## config.mk

```make
export PLATFORM = sky130hd
export DESIGN_NAME = gpio_bank
export DESIGN_NICKNAME = d
export VERILOG_FILES = /design/src/rtl/gpio_bank_pkg.sv /design/src/rtl/gpio_sync.sv /design/src/rtl/gpio_port.sv /design/src/rtl/gpio_bank.sv
export SDC_FILE = /design/constraint.sdc
export NUM_CORES = 1
export LEC_CHECK = 0
export BUFFER_PORTS_ARGS = -buffer_cell sky130_fd_sc_hd__buf_4
export CORE_AREA = 2 2 276 278
export DETAILED_ROUTE_END_ITERATION = 8
export DIE_AREA = 0 0 278 280
export PLACE_DENSITY = 0.65
export SKIP_CTS_REPAIR_TIMING = 1
export SLEW_MARGIN = 20
export SYNTH_ARGS = -nofsm -noshare
export SYNTH_HDL_FRONTEND = slang
export SYNTH_SLANG_ARGS = --single-unit
```

## constraint.sdc

```tcl
create_clock -name clk_i -period 1.97 [get_ports clk_i]
set_input_delay 0.0985 -clock clk_i [delete_from_list [all_inputs] [get_ports clk_i]]
set_output_delay 0.0985 -clock clk_i [all_outputs]
set_load 0.02 [all_outputs]
```

## src/rtl/gpio_bank_pkg.sv

```systemverilog
package gpio_bank_pkg;
  localparam int BUS_W      = 32;
  localparam int PORT_PINS  = 32;
  localparam int FN_W       = 3;
  localparam int SLOT_W     = 4;
  localparam int DRV_W      = 2;
  localparam int PULL_W     = 2;
  localparam int FN_REGS    = PORT_PINS * SLOT_W / BUS_W;
  localparam int DRV_REGS   = PORT_PINS * DRV_W / BUS_W;
  localparam int PULL_REGS  = PORT_PINS * PULL_W / BUS_W;
  localparam int IDX_DATA   = FN_REGS;
  localparam int IDX_DRV0   = IDX_DATA + 1;
  localparam int IDX_PULL0  = IDX_DRV0 + DRV_REGS;
  localparam int PORT_WORDS = IDX_PULL0 + PULL_REGS;
  localparam int PINS_FN    = BUS_W / SLOT_W;
  localparam int PINS_FLD   = BUS_W / DRV_W;

  localparam logic [FN_W-1:0] FN_OUTPUT = 3'd1;

  typedef enum logic [PULL_W-1:0] {
    PULL_OFF = 2'd0,
    PULL_UP  = 2'd1,
    PULL_DN  = 2'd2,
    PULL_RSV = 2'd3
  } pull_e;

  function automatic logic [BUS_W-1:0] fn_mask();
    logic [BUS_W-1:0] m;
    m = '0;
    for (int s = 0; s < PINS_FN; s++) m[s*SLOT_W +: FN_W] = '1;
    return m;
  endfunction

  localparam logic [BUS_W-1:0] FN_MASK = fn_mask();
endpackage

```

## src/rtl/gpio_sync.sv

```systemverilog
module gpio_sync #(
  parameter int W = 32
) (
  input  logic         clk_i,
  input  logic         rst_ni,
  input  logic [W-1:0] d_i,
  output logic [W-1:0] q_o
);
  logic [W-1:0] s1_q, s2_q;

  always_ff @(posedge clk_i or negedge rst_ni) begin
    if (!rst_ni) begin
      s1_q <= '0;
      s2_q <= '0;
    end else begin
      s1_q <= d_i;
      s2_q <= s1_q;
    end
  end

  assign q_o = s2_q;

  // edges since reset release, saturating, for the latency check
  logic [1:0] age_q;
  always_ff @(posedge clk_i or negedge rst_ni) begin
    if (!rst_ni) age_q <= '0;
    else if (age_q != 2'd2) age_q <= age_q + 2'd1;
  end

  AST_SYNC_LATENCY: assert property (@(posedge clk_i) disable iff (!rst_ni)
    (age_q == 2'd2) |-> (q_o == $past(d_i, 2)));
endmodule

```

## src/rtl/gpio_port.sv

```systemverilog
module gpio_port
  import gpio_bank_pkg::*;
(
  input  logic                      clk_i,
  input  logic                      rst_ni,
  input  logic                      sel_i,
  input  logic                      we_i,
  input  logic [3:0]                idx_i,
  input  logic [BUS_W-1:0]          wdata_i,
  output logic [BUS_W-1:0]          rdata_o,
  input  logic [PORT_PINS-1:0]      pad_in_i,
  output logic [PORT_PINS-1:0]      pad_out_o,
  output logic [PORT_PINS-1:0]      pad_oe_o,
  output logic [PORT_PINS-1:0]      pad_pu_o,
  output logic [PORT_PINS-1:0]      pad_pd_o,
  output logic [PORT_PINS*DRV_W-1:0] pad_drv_o,
  output logic [PORT_PINS*FN_W-1:0]  pad_func_o
);
  logic [FN_REGS-1:0][BUS_W-1:0]   fn_q;
  logic [BUS_W-1:0]                dat_q;
  logic [DRV_REGS-1:0][BUS_W-1:0]  drv_q;
  logic [PULL_REGS-1:0][BUS_W-1:0] pull_q;
  logic [PORT_PINS-1:0]            in_sync;
  logic [PORT_PINS-1:0]            data_rd;
  logic                            wr;

  assign wr = sel_i & we_i;

  always_ff @(posedge clk_i or negedge rst_ni) begin
    if (!rst_ni) begin
      fn_q   <= '0;
      dat_q  <= '0;
      drv_q  <= '0;
      pull_q <= '0;
    end else if (wr) begin
      for (int r = 0; r < FN_REGS; r++)
        if (idx_i == 4'(r)) fn_q[r] <= wdata_i & FN_MASK;
      if (idx_i == 4'(IDX_DATA)) dat_q <= wdata_i;
      for (int r = 0; r < DRV_REGS; r++)
        if (idx_i == 4'(IDX_DRV0 + r)) drv_q[r] <= wdata_i;
      for (int r = 0; r < PULL_REGS; r++)
        if (idx_i == 4'(IDX_PULL0 + r)) pull_q[r] <= wdata_i;
    end
  end

  gpio_sync #(.W(PORT_PINS)) u_sync (
    .clk_i (clk_i),
    .rst_ni(rst_ni),
    .d_i   (pad_in_i),
    .q_o   (in_sync)
  );

  for (genvar n = 0; n < PORT_PINS; n++) begin : g_pin
    localparam int FR = n / PINS_FN;
    localparam int FB = (n % PINS_FN) * SLOT_W;
    localparam int DR = n / PINS_FLD;
    localparam int DB = (n % PINS_FLD) * DRV_W;
    logic [FN_W-1:0]   fcode;
    logic [PULL_W-1:0] pcode;
    assign fcode                  = fn_q[FR][FB +: FN_W];
    assign pcode                  = pull_q[DR][DB +: PULL_W];
    assign pad_func_o[n*FN_W +: FN_W]    = fcode;
    assign pad_oe_o[n]            = (fcode == FN_OUTPUT);
    assign pad_pu_o[n]            = (pcode == PULL_UP);
    assign pad_pd_o[n]            = (pcode == PULL_DN);
    assign pad_drv_o[n*DRV_W +: DRV_W]   = drv_q[DR][DB +: DRV_W];
    assign data_rd[n]             = pad_oe_o[n] ? dat_q[n] : in_sync[n];
  end

  assign pad_out_o = dat_q;

  always_comb begin
    rdata_o = '0;
    if (sel_i) begin
      for (int r = 0; r < FN_REGS; r++)
        if (idx_i == 4'(r)) rdata_o = fn_q[r];
      if (idx_i == 4'(IDX_DATA)) rdata_o = data_rd;
      for (int r = 0; r < DRV_REGS; r++)
        if (idx_i == 4'(IDX_DRV0 + r)) rdata_o = drv_q[r];
      for (int r = 0; r < PULL_REGS; r++)
        if (idx_i == 4'(IDX_PULL0 + r)) rdata_o = pull_q[r];
    end
  end

  AST_DATA_WRITE: assert property (@(posedge clk_i) disable iff (!rst_ni)
    (wr && idx_i == 4'(IDX_DATA)) |=> (pad_out_o == $past(wdata_i)));
  AST_FUNC_HOLD: assert property (@(posedge clk_i) disable iff (!rst_ni)
    !wr |=> $stable(pad_func_o));
  AST_PULL_EXCL: assert property (@(posedge clk_i) disable iff (!rst_ni)
    ((pad_pu_o & pad_pd_o) == '0));
  AST_RSVD_ZERO: assert property (@(posedge clk_i) disable iff (!rst_ni)
    (sel_i && idx_i < 4'(FN_REGS)) |-> ((rdata_o & ~FN_MASK) == '0));
endmodule

```

## src/rtl/gpio_bank.sv

```systemverilog
module gpio_bank
  import gpio_bank_pkg::*;
#(
  parameter int NUM_PORTS = 2,
  parameter int ADDR_W    = 8
) (
  input  logic                             clk_i,
  input  logic                             rst_ni,
  input  logic [ADDR_W-1:0]                addr_i,
  input  logic                             we_i,
  input  logic [BUS_W-1:0]                 wdata_i,
  output logic [BUS_W-1:0]                 rdata_o,
  input  logic [NUM_PORTS*PORT_PINS-1:0]   pad_in_i,
  output logic [NUM_PORTS*PORT_PINS-1:0]   pad_out_o,
  output logic [NUM_PORTS*PORT_PINS-1:0]   pad_oe_o,
  output logic [NUM_PORTS*PORT_PINS-1:0]   pad_pu_o,
  output logic [NUM_PORTS*PORT_PINS-1:0]   pad_pd_o,
  output logic [NUM_PORTS*PORT_PINS*DRV_W-1:0] pad_drv_o,
  output logic [NUM_PORTS*PORT_PINS*FN_W-1:0]  pad_func_o
);
  localparam int WORD_W = ADDR_W - 2;
  localparam int DRV_PP = PORT_PINS * DRV_W;
  localparam int FN_PP  = PORT_PINS * FN_W;

  logic [WORD_W-1:0]                word;
  logic                             aligned;
  logic [NUM_PORTS-1:0]             hit;
  logic [NUM_PORTS-1:0][BUS_W-1:0]  rd;

  assign word    = addr_i[ADDR_W-1:2];
  assign aligned = (addr_i[1:0] == 2'b00);

  for (genvar p = 0; p < NUM_PORTS; p++) begin : g_port
    localparam int BASE = p * PORT_WORDS;
    logic [WORD_W-1:0] off;
    assign off    = word - WORD_W'(BASE);
    assign hit[p] = aligned && (int'(word) >= BASE) && (int'(word) < BASE + PORT_WORDS);

    gpio_port u_port (
      .clk_i     (clk_i),
      .rst_ni    (rst_ni),
      .sel_i     (hit[p]),
      .we_i      (we_i),
      .idx_i     (4'(off)),
      .wdata_i   (wdata_i),
      .rdata_o   (rd[p]),
      .pad_in_i  (pad_in_i[p*PORT_PINS +: PORT_PINS]),
      .pad_out_o (pad_out_o[p*PORT_PINS +: PORT_PINS]),
      .pad_oe_o  (pad_oe_o[p*PORT_PINS +: PORT_PINS]),
      .pad_pu_o  (pad_pu_o[p*PORT_PINS +: PORT_PINS]),
      .pad_pd_o  (pad_pd_o[p*PORT_PINS +: PORT_PINS]),
      .pad_drv_o (pad_drv_o[p*DRV_PP +: DRV_PP]),
      .pad_func_o(pad_func_o[p*FN_PP +: FN_PP])
    );
  end

  always_comb begin
    rdata_o = '0;
    for (int p = 0; p < NUM_PORTS; p++) rdata_o |= rd[p];
  end

  AST_ONE_PORT: assert property (@(posedge clk_i) disable iff (!rst_ni)
    $onehot0(hit));
  AST_UNMAPPED_ZERO: assert property (@(posedge clk_i) disable iff (!rst_ni)
    (hit == '0) |-> (rdata_o == '0));
  AST_UNMAPPED_HOLD: assert property (@(posedge clk_i) disable iff (!rst_ni)
    (hit == '0) |=> ($stable(pad_out_o) && $stable(pad_func_o) && $stable(pad_drv_o)));
endmodule

```

Word-level counts from Yosys, hierarchy flattened. Cells that the tools add are included.

Register bits: 640. Input bits: 107.

Add/subtract/negate cells: 1. Magnitude comparators: 3. Eq/ne operators: 208. Multiplexer cells: 84. Bitwise operators: 3. Reductions and logical operators: 24.

Operators with widths (number): two-way mux 32 bit (12); two-way mux 31 bit (8); == test 3 x 1 -> 1 bit, second input constant (64); == test 2 x 1 -> 1 bit, second input constant (64); == test 2 bit, second input constant (64); two-way mux 1 bit (64); AND reduction 2 bit (18); == test 4 x 3 -> 1 bit, second input constant (8); bitwise OR 32 bit (1); == test 4 x 2 -> 1 bit, second input constant (4); == test 4 x 1 -> 1 bit, second input constant (2); == test 4 bit, second input constant (2); zero test 4 bit (2); >= comparator 6 x 4 -> 1 bit, second input constant (1); < comparator 6 x 4 -> 1 bit, second input constant (1); < comparator 6 x 5 -> 1 bit, second input constant (1); subtractor 4 bit, second input constant (1); logical AND 1 bit (3); AND 1 bit (2); zero test 2 bit (1).

Longest topological paths before layout. Gate-level depths: netlist of the first run.

Word-level depth: 13. Depth in mapped cells: 9. Gate-level depth less buffers: 5.

Cells and area by module. Synthesis of the first run repeated with hierarchy kept, for this count alone.

Cell total of the unflattened synthesis: 2149. Area total of the unflattened synthesis: 29459.5 um2.

By module, submodules not included: gpio_port (instances 2, cells an instance 987, area each 12972.4 um2); gpio_sync (instances 2, cells an instance 64, area each 1601.5 um2); gpio_bank (instances 1, cells an instance 47, area each 311.5 um2).

Least setup slack after synthesis of the first run. Ideal clock, no wire load.

Kind: input-to-output. From: in addr_i[3]. To: out rdata_o[30]. Data arrival time: 2079 ps. Required time: 1871 ps. Setup slack: -208 ps. Cell stages on the path: 7. Cell sequence: or2_2 -> clkbuf_1 -> nor2_1 -> clkbuf_1 -> clkbuf_1 -> a21oi_1 -> o32ai_1.

Longest elaborated chain between the ends: 13. Elaborated cells on any way between the ends: 46. Those cells by class: 1 x add/sub; 3 x order compare; 16 x eq/ne; 20 x mux; 1 x bitwise; 5 x reduce/logical.

RTL lines: start: declaration (line gpio_bank.sv:9) `input logic [ADDR_W-1:0] addr_i,`; subtractor 4 bit (line gpio_bank.sv:36) `assign off = word - WORD_W'(BASE);`; zero test 4 bit (line gpio_port.sv:76) `if (idx_i == 4'(r)) rdata_o = fn_q[r];`; two-way mux 31 bit (4 in a row) (line gpio_port.sv:76); two-way mux 32 bit (line gpio_port.sv:77) `if (idx_i == 4'(IDX_DATA)) rdata_o = data_rd;`; two-way mux 32 bit (2 in a row) (line gpio_port.sv:79) `if (idx_i == 4'(IDX_DRV0 + r)) rdata_o = drv_q[r];`; two-way mux 32 bit (2 in a row) (line gpio_port.sv:81) `if (idx_i == 4'(IDX_PULL0 + r)) rdata_o = pull_q[r];`; two-way mux 32 bit (line gpio_port.sv:74) `if (sel_i) begin`; bitwise OR 32 bit (*) (line gpio_bank.sv:59) `for (int p = 0; p < NUM_PORTS; p++) rdata_o |= rd[p];`; end: declaration (line gpio_bank.sv:12) `output logic [BUS_W-1:0] rdata_o,`.

Every way passes the cells marked *; elsewhere a longest branch is shown, timed or not.

Final worst setup path of the first run.
From: reg g_port[1].u_port.fn_q, in the netlist g_port[1].u_port.pad_func_o[15]. To: out rdata_o[5].

Longest elaborated chain between the ends: 9.

RTL lines: start: declaration (line gpio_port.sv:19) `logic [FN_REGS-1:0][BUS_W-1:0] fn_q;`; start signal: indexed assignment (line gpio_port.sv:37) `if (idx_i == 4'(r)) fn_q[r] <= wdata_i & FN_MASK;`; == test 3 x 1 -> 1 bit (line gpio_port.sv:63) `assign pad_oe_o[n] = (fcode == FN_OUTPUT);`; two-way mux 1 bit (line gpio_port.sv:67) `assign data_rd[n] = pad_oe_o[n] ? dat_q[n] : in_sync[n];`; two-way mux 32 bit (line gpio_port.sv:77); two-way mux 32 bit (2 in a row) (line gpio_port.sv:79); two-way mux 32 bit (2 in a row) (line gpio_port.sv:81); two-way mux 32 bit (line gpio_port.sv:74); bitwise OR 32 bit (line gpio_bank.sv:59).

No other way between the ends.

==> results of run 1 <==
## worst max-delay path by stage
stage	start	end
2_1_floorplan	addr_i[4]	g_port[0].u_port.pad_func_o[75]$_DFFE_PN0P_
3_3_place_gp	addr_i[1]	g_port[1].u_port.pad_drv_o[19]$_DFFE_PN0P_
3_5_place_dp	addr_i[1]	g_port[1].u_port.pad_drv_o[30]$_DFFE_PN0P_
4_1_cts	g_port[1].u_port.pad_func_o[16]$_DFFE_PN0P_	rdata_o[5]
5_1_grt	g_port[0].u_port.pad_func_o[76]$_DFFE_PN0P_	rdata_o[25]
6_report	g_port[1].u_port.pad_func_o[15]$_DFFE_PN0P_	rdata_o[5]
## sequential cells by signal (all words and copies together) (netlist names)
signal                     flops
g_port.u_port.pad_func_o     192
g_port.u_port.g_pin.pcode    128
g_port.u_port.pad_drv_o      128
g_port.u_port.pad_out_o       64
g_port.u_port.u_sync.q_o      64
g_port.u_port.u_sync.s1_q     64
## metal layers
metal	part of all wire (%)	global-route usage [%]	wire, um	up-vias
met2	47	53.3	63300	1444
li1	-	-	-	10400
met1	39	42.5	52600	13200
met4	5.4	14.7	7240	2
met3	8.5	7.44	11500	346
met5	0.012	0	16	-
## cell usage after synthesis, types with 21 or more instances
cell and n:
mux2_2 565, o21ai_0 119, mux2i_1 139, nor2_1 29, buf_2 47, nand3b_1 21
dfrtp_1 640, clkbuf_1 107, a22oi_1 92, nor3b_1 64, o22ai_1 27, nand2_1 35
a31oi_1 44, nor2b_1 174
## cells in the final DEF, fill, tap and decap left out, types with 6 or more instances in the layout
| cell | count |
|---|---|
| o21ai_1 | 31 |
| o21ai_2 | 6 |
| a211oi_1 | 20 |
| clkbuf_1 | 24 |
| nor2b_1 | 172 |
| o22ai_2 | 6 |
| dfrtp_2 | 45 |
| mux2_4 | 15 |
| a221oi_1 | 6 |
| nor3b_4 | 22 |
| nor3b_2 | 35 |
| buf_6 | 23 |
| buf_12 | 54 |
| mux2i_1 | 107 |
| o221a_2 | 7 |
| mux2i_2 | 16 |
| buf_4 | 1000 |
| nand3b_1 | 21 |
| o21ai_0 | 82 |
| a22oi_1 | 75 |
| a22oi_2 | 17 |
| nand4_1 | 8 |
| nor3b_1 | 7 |
| a31oi_1 | 35 |
| dlygate4sd3_1 | 96 |
| a221o_1 | 20 |
| nand2_1 | 29 |
| o22ai_1 | 21 |
| mux2i_4 | 16 |
| a21oi_1 | 10 |
| nand2_2 | 6 |
| dfrtp_1 | 595 |
| nor2_1 | 23 |
| clkbuf_8 | 13 |
| mux2_2 | 552 |
| clkinv_2 | 6 |
| a31oi_2 | 6 |
| clkbuf_16 | 74 |
## report_power, final
part           switching [W]  total (W)  internal (W)
clock network        0.00552     0.0135       0.00795
registers           0.000456     0.0141        0.0136
logic                0.00228    0.00401       0.00173
total                0.00825     0.0315        0.0233
## worst register-to-register path, delay by kind of cell (launching register included)
kind                   cells  cell delay (ps)
buffers and inverters      2              280
flip-flops                 1              400
multiplexers               1              250
## layout make-up
cell class              instances  area, um2
flip-flops and latches        640      16100
inverters                       3       11.3
fillers                      6130      32100
clock buffers                 111       2120
multi-input cells            1432      13600
clock inverters                17        216
repair buffers               1175       9840
well taps                     978       1220
diodes                          2       5.00
## cells by family after synthesis
kind of cell	synth area share, %
buffers and inverters	2.64
flip-flops	54.7
AO/OA/AOI/OAI	8.28
multiplexers	26.7
AND/OR/NAND/NOR	7.72
## through the flow
| stage | cell area (um2) | power (W) | hold slack (ps) |
|---|---|---|---|
| CTS | 40700 | 0.0313 | -566 |
| floorplan | 29500 | 0.0156 | -197 |
| global placement | 38300 | 0.0178 | 86.2 |
| global route | 43100 | 0.0324 | 6.78 |
| finish | 43100 | 0.0315 | 33.1 |
| detailed placement | 38300 | 0.0179 | 95.6 |
==> flow_summary.json, run 1 <==
{
  "synthDistinctLibCells": 49,
  "first_global_vias": 24600,
  "synth_cells": 2251,
  "dp_cells": 4064,
  "critical-path-slowest-cell": "dfrtp_1",
  "avgSynthCellArea_um2": 13.0,
  "setup_viol": 32,
  "cts.sinks": 640,
  "cts_tree": "built",
  "synth_seq_area_share_pct": 54.7,
  "worstMarginPinSlew_ps": 609,
  "r2r_end": "g_port[0].u_port.pad_func_o[49]$_DFFE_PN0P_",
  "yosysTopAreaCell": "dfrtp_1",
  "clock_latency_ps": 610,
  "min_to": "g_port[0].u_port.g_pin[19].pcode[0]$_DFFE_PN0P_",
  "core.rowCount": 101,
  "clockBufferDepth": 3,
  "slew_viol_final": 0,
  "cp.arrival_ps": 2390,
  "critPathMaxStageDelay_ps": 490,
  "cp_data_required_time_ps": 1870,
  "place_ws_ps": -470,
  "layoutNonFillerInstCount": 4358,
  "cp_num_cells": 7,
  "fmax_mhz": 402,
  "hold_viol_final": 0,
  "hold_depth": 2,
  "crit_fanout": 4,
  "grt_max_degree": 70,
  "synth_edf_count": 0,
  "synth-async-reset-ratio_pct": 100,
  "drc": 0,
  "vias_per_cell": 5.84,
  "cp-start-kind": "flip-flop",
  "cp_num_buf_inv": 2,
  "ios": 715,
  "hold_start": "wdata_i[6]",
  "cp-end-kind": "output pin",
  "wl_per_cell_um": 30.9,
  "dp_hpwl_um": 98500,
  "hold_class": "in2reg",
  "violations": "negative setup slack",
  "critical_path_class": "reg2out",
  "die_h_um": 280,
  "drive_above_1_share_pct": 58.4,
  "post-route-period-util_pct": 126,
  "drt_iter0_markers": 2185,
  "start_util_pct": 38.9,
  "vias": 25400,
  "gp_congestion": 0.954,
  "setup_slack_ps": -520,
  "path_delay_family": "flip-flops",
  "ys_top_cells_by_area": "dfrtp_1, mux2_2, mux2i_1",
  "p_leak_nw": 21.5,
  "core_area_um2": 75200,
  "status": "complete, but fails checks",
  "antenna_found_initial": 4,
  "ctsRootBufferMaster": "clkbuf_16",
  "utilization_pct": 57.3,
  "grt_pass1_wl_um": 184000,
  "reg2reg_depth": 3,
  "ys_seq_elements": 640,
  "htree_levels": 3,
  "cts.clk_slew.worst_paths_ps": 60,
  "io_buffers": 714,
  "nets": 3431,
  "synth_area_um2": 29300,
  "rsz0062_at_grt": "true",
  "die_width_um": 278,
  "first_pass_iters": 6,
  "ys.flop_type": "dfrtp_1",
  "grt_overflow": 0,
  "min_period_ps": 2490,
  "yosys_warnings": 0,
  "crit_chain": "nor3b_4 -> buf_6 -> mux2i_2 -> a22oi_1 -> a31oi_1 -> o21ai_1 -> buf_4",
  "powerDensity_nw_per_um2": 731,
  "area_growth_pct": 47.3,
  "skew_ps": 5.83,
  "r2r_slack_ps": 930,
  "wl_um": 135000,
  "ant_nets": 0,
  "relSlewSlack_pct": 59.4,
  "synth_nets": 2358,
  "die_area_um2": 77800,
  "cts_buffers": 72,
  "track_usage_pct": 33.0,
  "final.setup.tns_ps": -12200,
  "vdd_drop_max_v": 0.000557,
  "drv_cap": 0,
  "reg2reg_from": "g_port[0].u_port.pad_func_o[49]$_DFFE_PN0P_",
  "netlist.area_leader.share_pct": 54.7
}
No activity file was read; power rests on OpenSTA's default activity.
==> inputs of run 2 (changes only) <==
SKIP_CTS_REPAIR_TIMING = not set   (was 1)
==> run 2 against run 1 <==
Die area is the same. Worst setup slack better by 33 ps. Clock-buffer cell count unchanged. The flow still finishes with violations (negative setup slack). Register-to-register slack worse by 130 ps. First-iteration DRC count rose by 3.8%. Core utilization increased by 0.76 points. Sequential share of layout area is 0.48 points lower. Clock skew fell by 1.1 ps. Combinational power increased by 2%. Clock power about the same.
==> flow_summary.json, run 2 (synthesized netlist as in run 1, its figures left out) <==
{
  "status": "complete, but fails checks",
  "violations": "negative setup slack",
  "htree_levels": 3,
  "setup_viol": 32,
  "nets": 3480,
  "start_util_pct": 38.9,
  "io_buffers": 714,
  "die_h_um": 280,
  "r2r_end": "g_port[0].u_port.pad_func_o[95]$_DFFE_PN0P_",
  "cts_tree": "built",
  "final_common_cell": "buf_4",
  "die_width_um": 278,
  "gp_congestion": 0.954,
  "ios": 715,
  "drc": 0,
  "antenna_found_initial": 4,
  "largest_register_ff_count": 192,
  "fmax_mhz": 407,
  "powerDensity_nw_per_um2": 723,
  "setup_slack_ps": -487,
  "post-route-period-util_pct": 125,
  "multiInputGateArea_um2": 13800,
  "relSlewSlack_pct": 60.0,
  "cp.arrival_ps": 2360,
  "skew_ps": 4.77,
  "cts.sinks": 640,
  "vias_per_cell": 5.81,
  "cts.clk_slew.worst_paths_ps": 60,
  "worstMarginPinSlew_ps": 600,
  "final_cell_area_um2": 43700,
  "drive_above_1_share_pct": 59.8,
  "core.rowCount": 101,
  "cp-start-kind": "flip-flop",
  "fill_cells": 6094,
  "vias": 25600,
  "crit_fanout": 2,
  "final_cell_mix": "buf_4, dfrtp_1, mux2_2, nor2b_1, mux2i_1",
  "register_area_um2": 16100,
  "reg2reg_depth": 4,
  "cp-end-kind": "output pin",
  "first_pass_iters": 6,
  "grt_pass1_wl_um": 190000,
  "first_global_vias": 26000,
  "cp_data_required_time_ps": 1870,
  "track_usage_pct": 33.9,
  "drt_iter0_markers": 2269,
  "r2r_slack_ps": 800,
  "vdd_drop_max_v": 0.000558,
  "critical_path_class": "reg2out",
  "ant_nets": 0,
  "core_area_um2": 75200,
  "p_leak_nw": 21.8,
  "slew_viol_final": 0,
  "grt_overflow": 0,
  "die_area_um2": 77800,
  "hold_viol_final": 0,
  "area_growth_pct": 49.2,
  "hold_class": "in2async",
  "place_area_um2": 38300,
  "clock_latency_ps": 610,
  "drv_cap": 0,
  "place_ws_ps": -470,
  "clockBufferDepth": 3,
  "dp_hpwl_um": 98500,
  "grt_max_degree": 70,
  "rsz0062_at_grt": "true",
  "reg2reg_from": "g_port[0].u_port.pad_func_o[95]$_DFFE_PN0P_",
  "min_period_ps": 2460,
  "wl_um": 136000,
  "wl_per_cell_um": 30.8,
  "cts_buffers": 72,
  "holdWs_ps": 42.5,
  "ctsRootBufferMaster": "clkbuf_16"
}
## run 2: routing by layer
metal	wire, um	GRT usage, %
met1	53100	43.5
met3	11400	7.30
met2	63800	54.4
met4	7240	17.0
met5	16	0
## run 2: how the worst max path moves through the flow
| stage | startpoint | end | slack (ps) | cells past startpoint |
|---|---|---|---|---|
| floorplan | addr_i[4] | g_port[0].u_port.pad_func_o[75]$_DFFE_PN0P_ | -160 | 7 |
| detailed placement | addr_i[1] | g_port[1].u_port.pad_drv_o[30]$_DFFE_PN0P_ | -470 | 10 |
| global route | g_port[0].u_port.pad_func_o[77]$_DFFE_PN0P_ | rdata_o[25] | -600 | 8 |
| CTS | g_port[0].u_port.pad_func_o[70]$_DFFE_PN0P_ | rdata_o[23] | -530 | 8 |
| finish | g_port[0].u_port.pad_func_o[76]$_DFFE_PN0P_ | rdata_o[25] | -490 | 8 |
| global placement | addr_i[1] | g_port[1].u_port.pad_drv_o[19]$_DFFE_PN0P_ | -510 | 10 |
## run 2: area by class of cell
type                       count  share of cell area (%)
antenna                        2                  0.0115
clock buffer                 111                    4.85
clock inverter                17                   0.495
inverter                       3                  0.0258
multi-input combinational   1432                    31.6
sequential                   640                    36.8
tap                          978                    2.80
timing repair buffer        1224                    23.4
## run 2: worst max-delay path: stages, from the launching register on
cell and delay (ps):
dfrtp_1 390, nor3b_2 210, buf_6 170, mux2i_1 190, buf_4 160, o2111ai_2 110
a22oi_2 170, o221ai_2 160, buf_6 180
## run 2: metrics by stage
stage / total power, W / std cells / TNS (ps) / util (%)
final: 0.0316 / 4407 / -11620 / 58.1
after global routing: 0.0325 / 4406 / -13810 / 58.1
after CTS: 0.0317 / 4384 / -12260 / 57.5
after detailed placement: 0.0179 / 4064 / -110780 / 51.0
after global placement: 0.0178 / 4064 / -99720 / 51.0
after floorplan: 0.0156 / 2251 / -7960 / -
## run 2: repair_timing
item | 4_1_cts | 5_1_grt
hold buffers | 97 | 0
gates resized for setup | 212 | 68
hold endpoints to repair | 1140 | 0
buffers inserted | 95 | 23
pin swaps | 97 | 54
setup endpoints to repair | 35 | 32
gates cloned | 0 | 0
## run 2: report_power, final
group          switching [W]  total [W]  internal [W]  leakage (nW)
Clock                0.00551     0.0135       0.00795          1.14
Combinational        0.00231    0.00409       0.00178          12.2
Sequential          0.000450     0.0141        0.0136          8.52
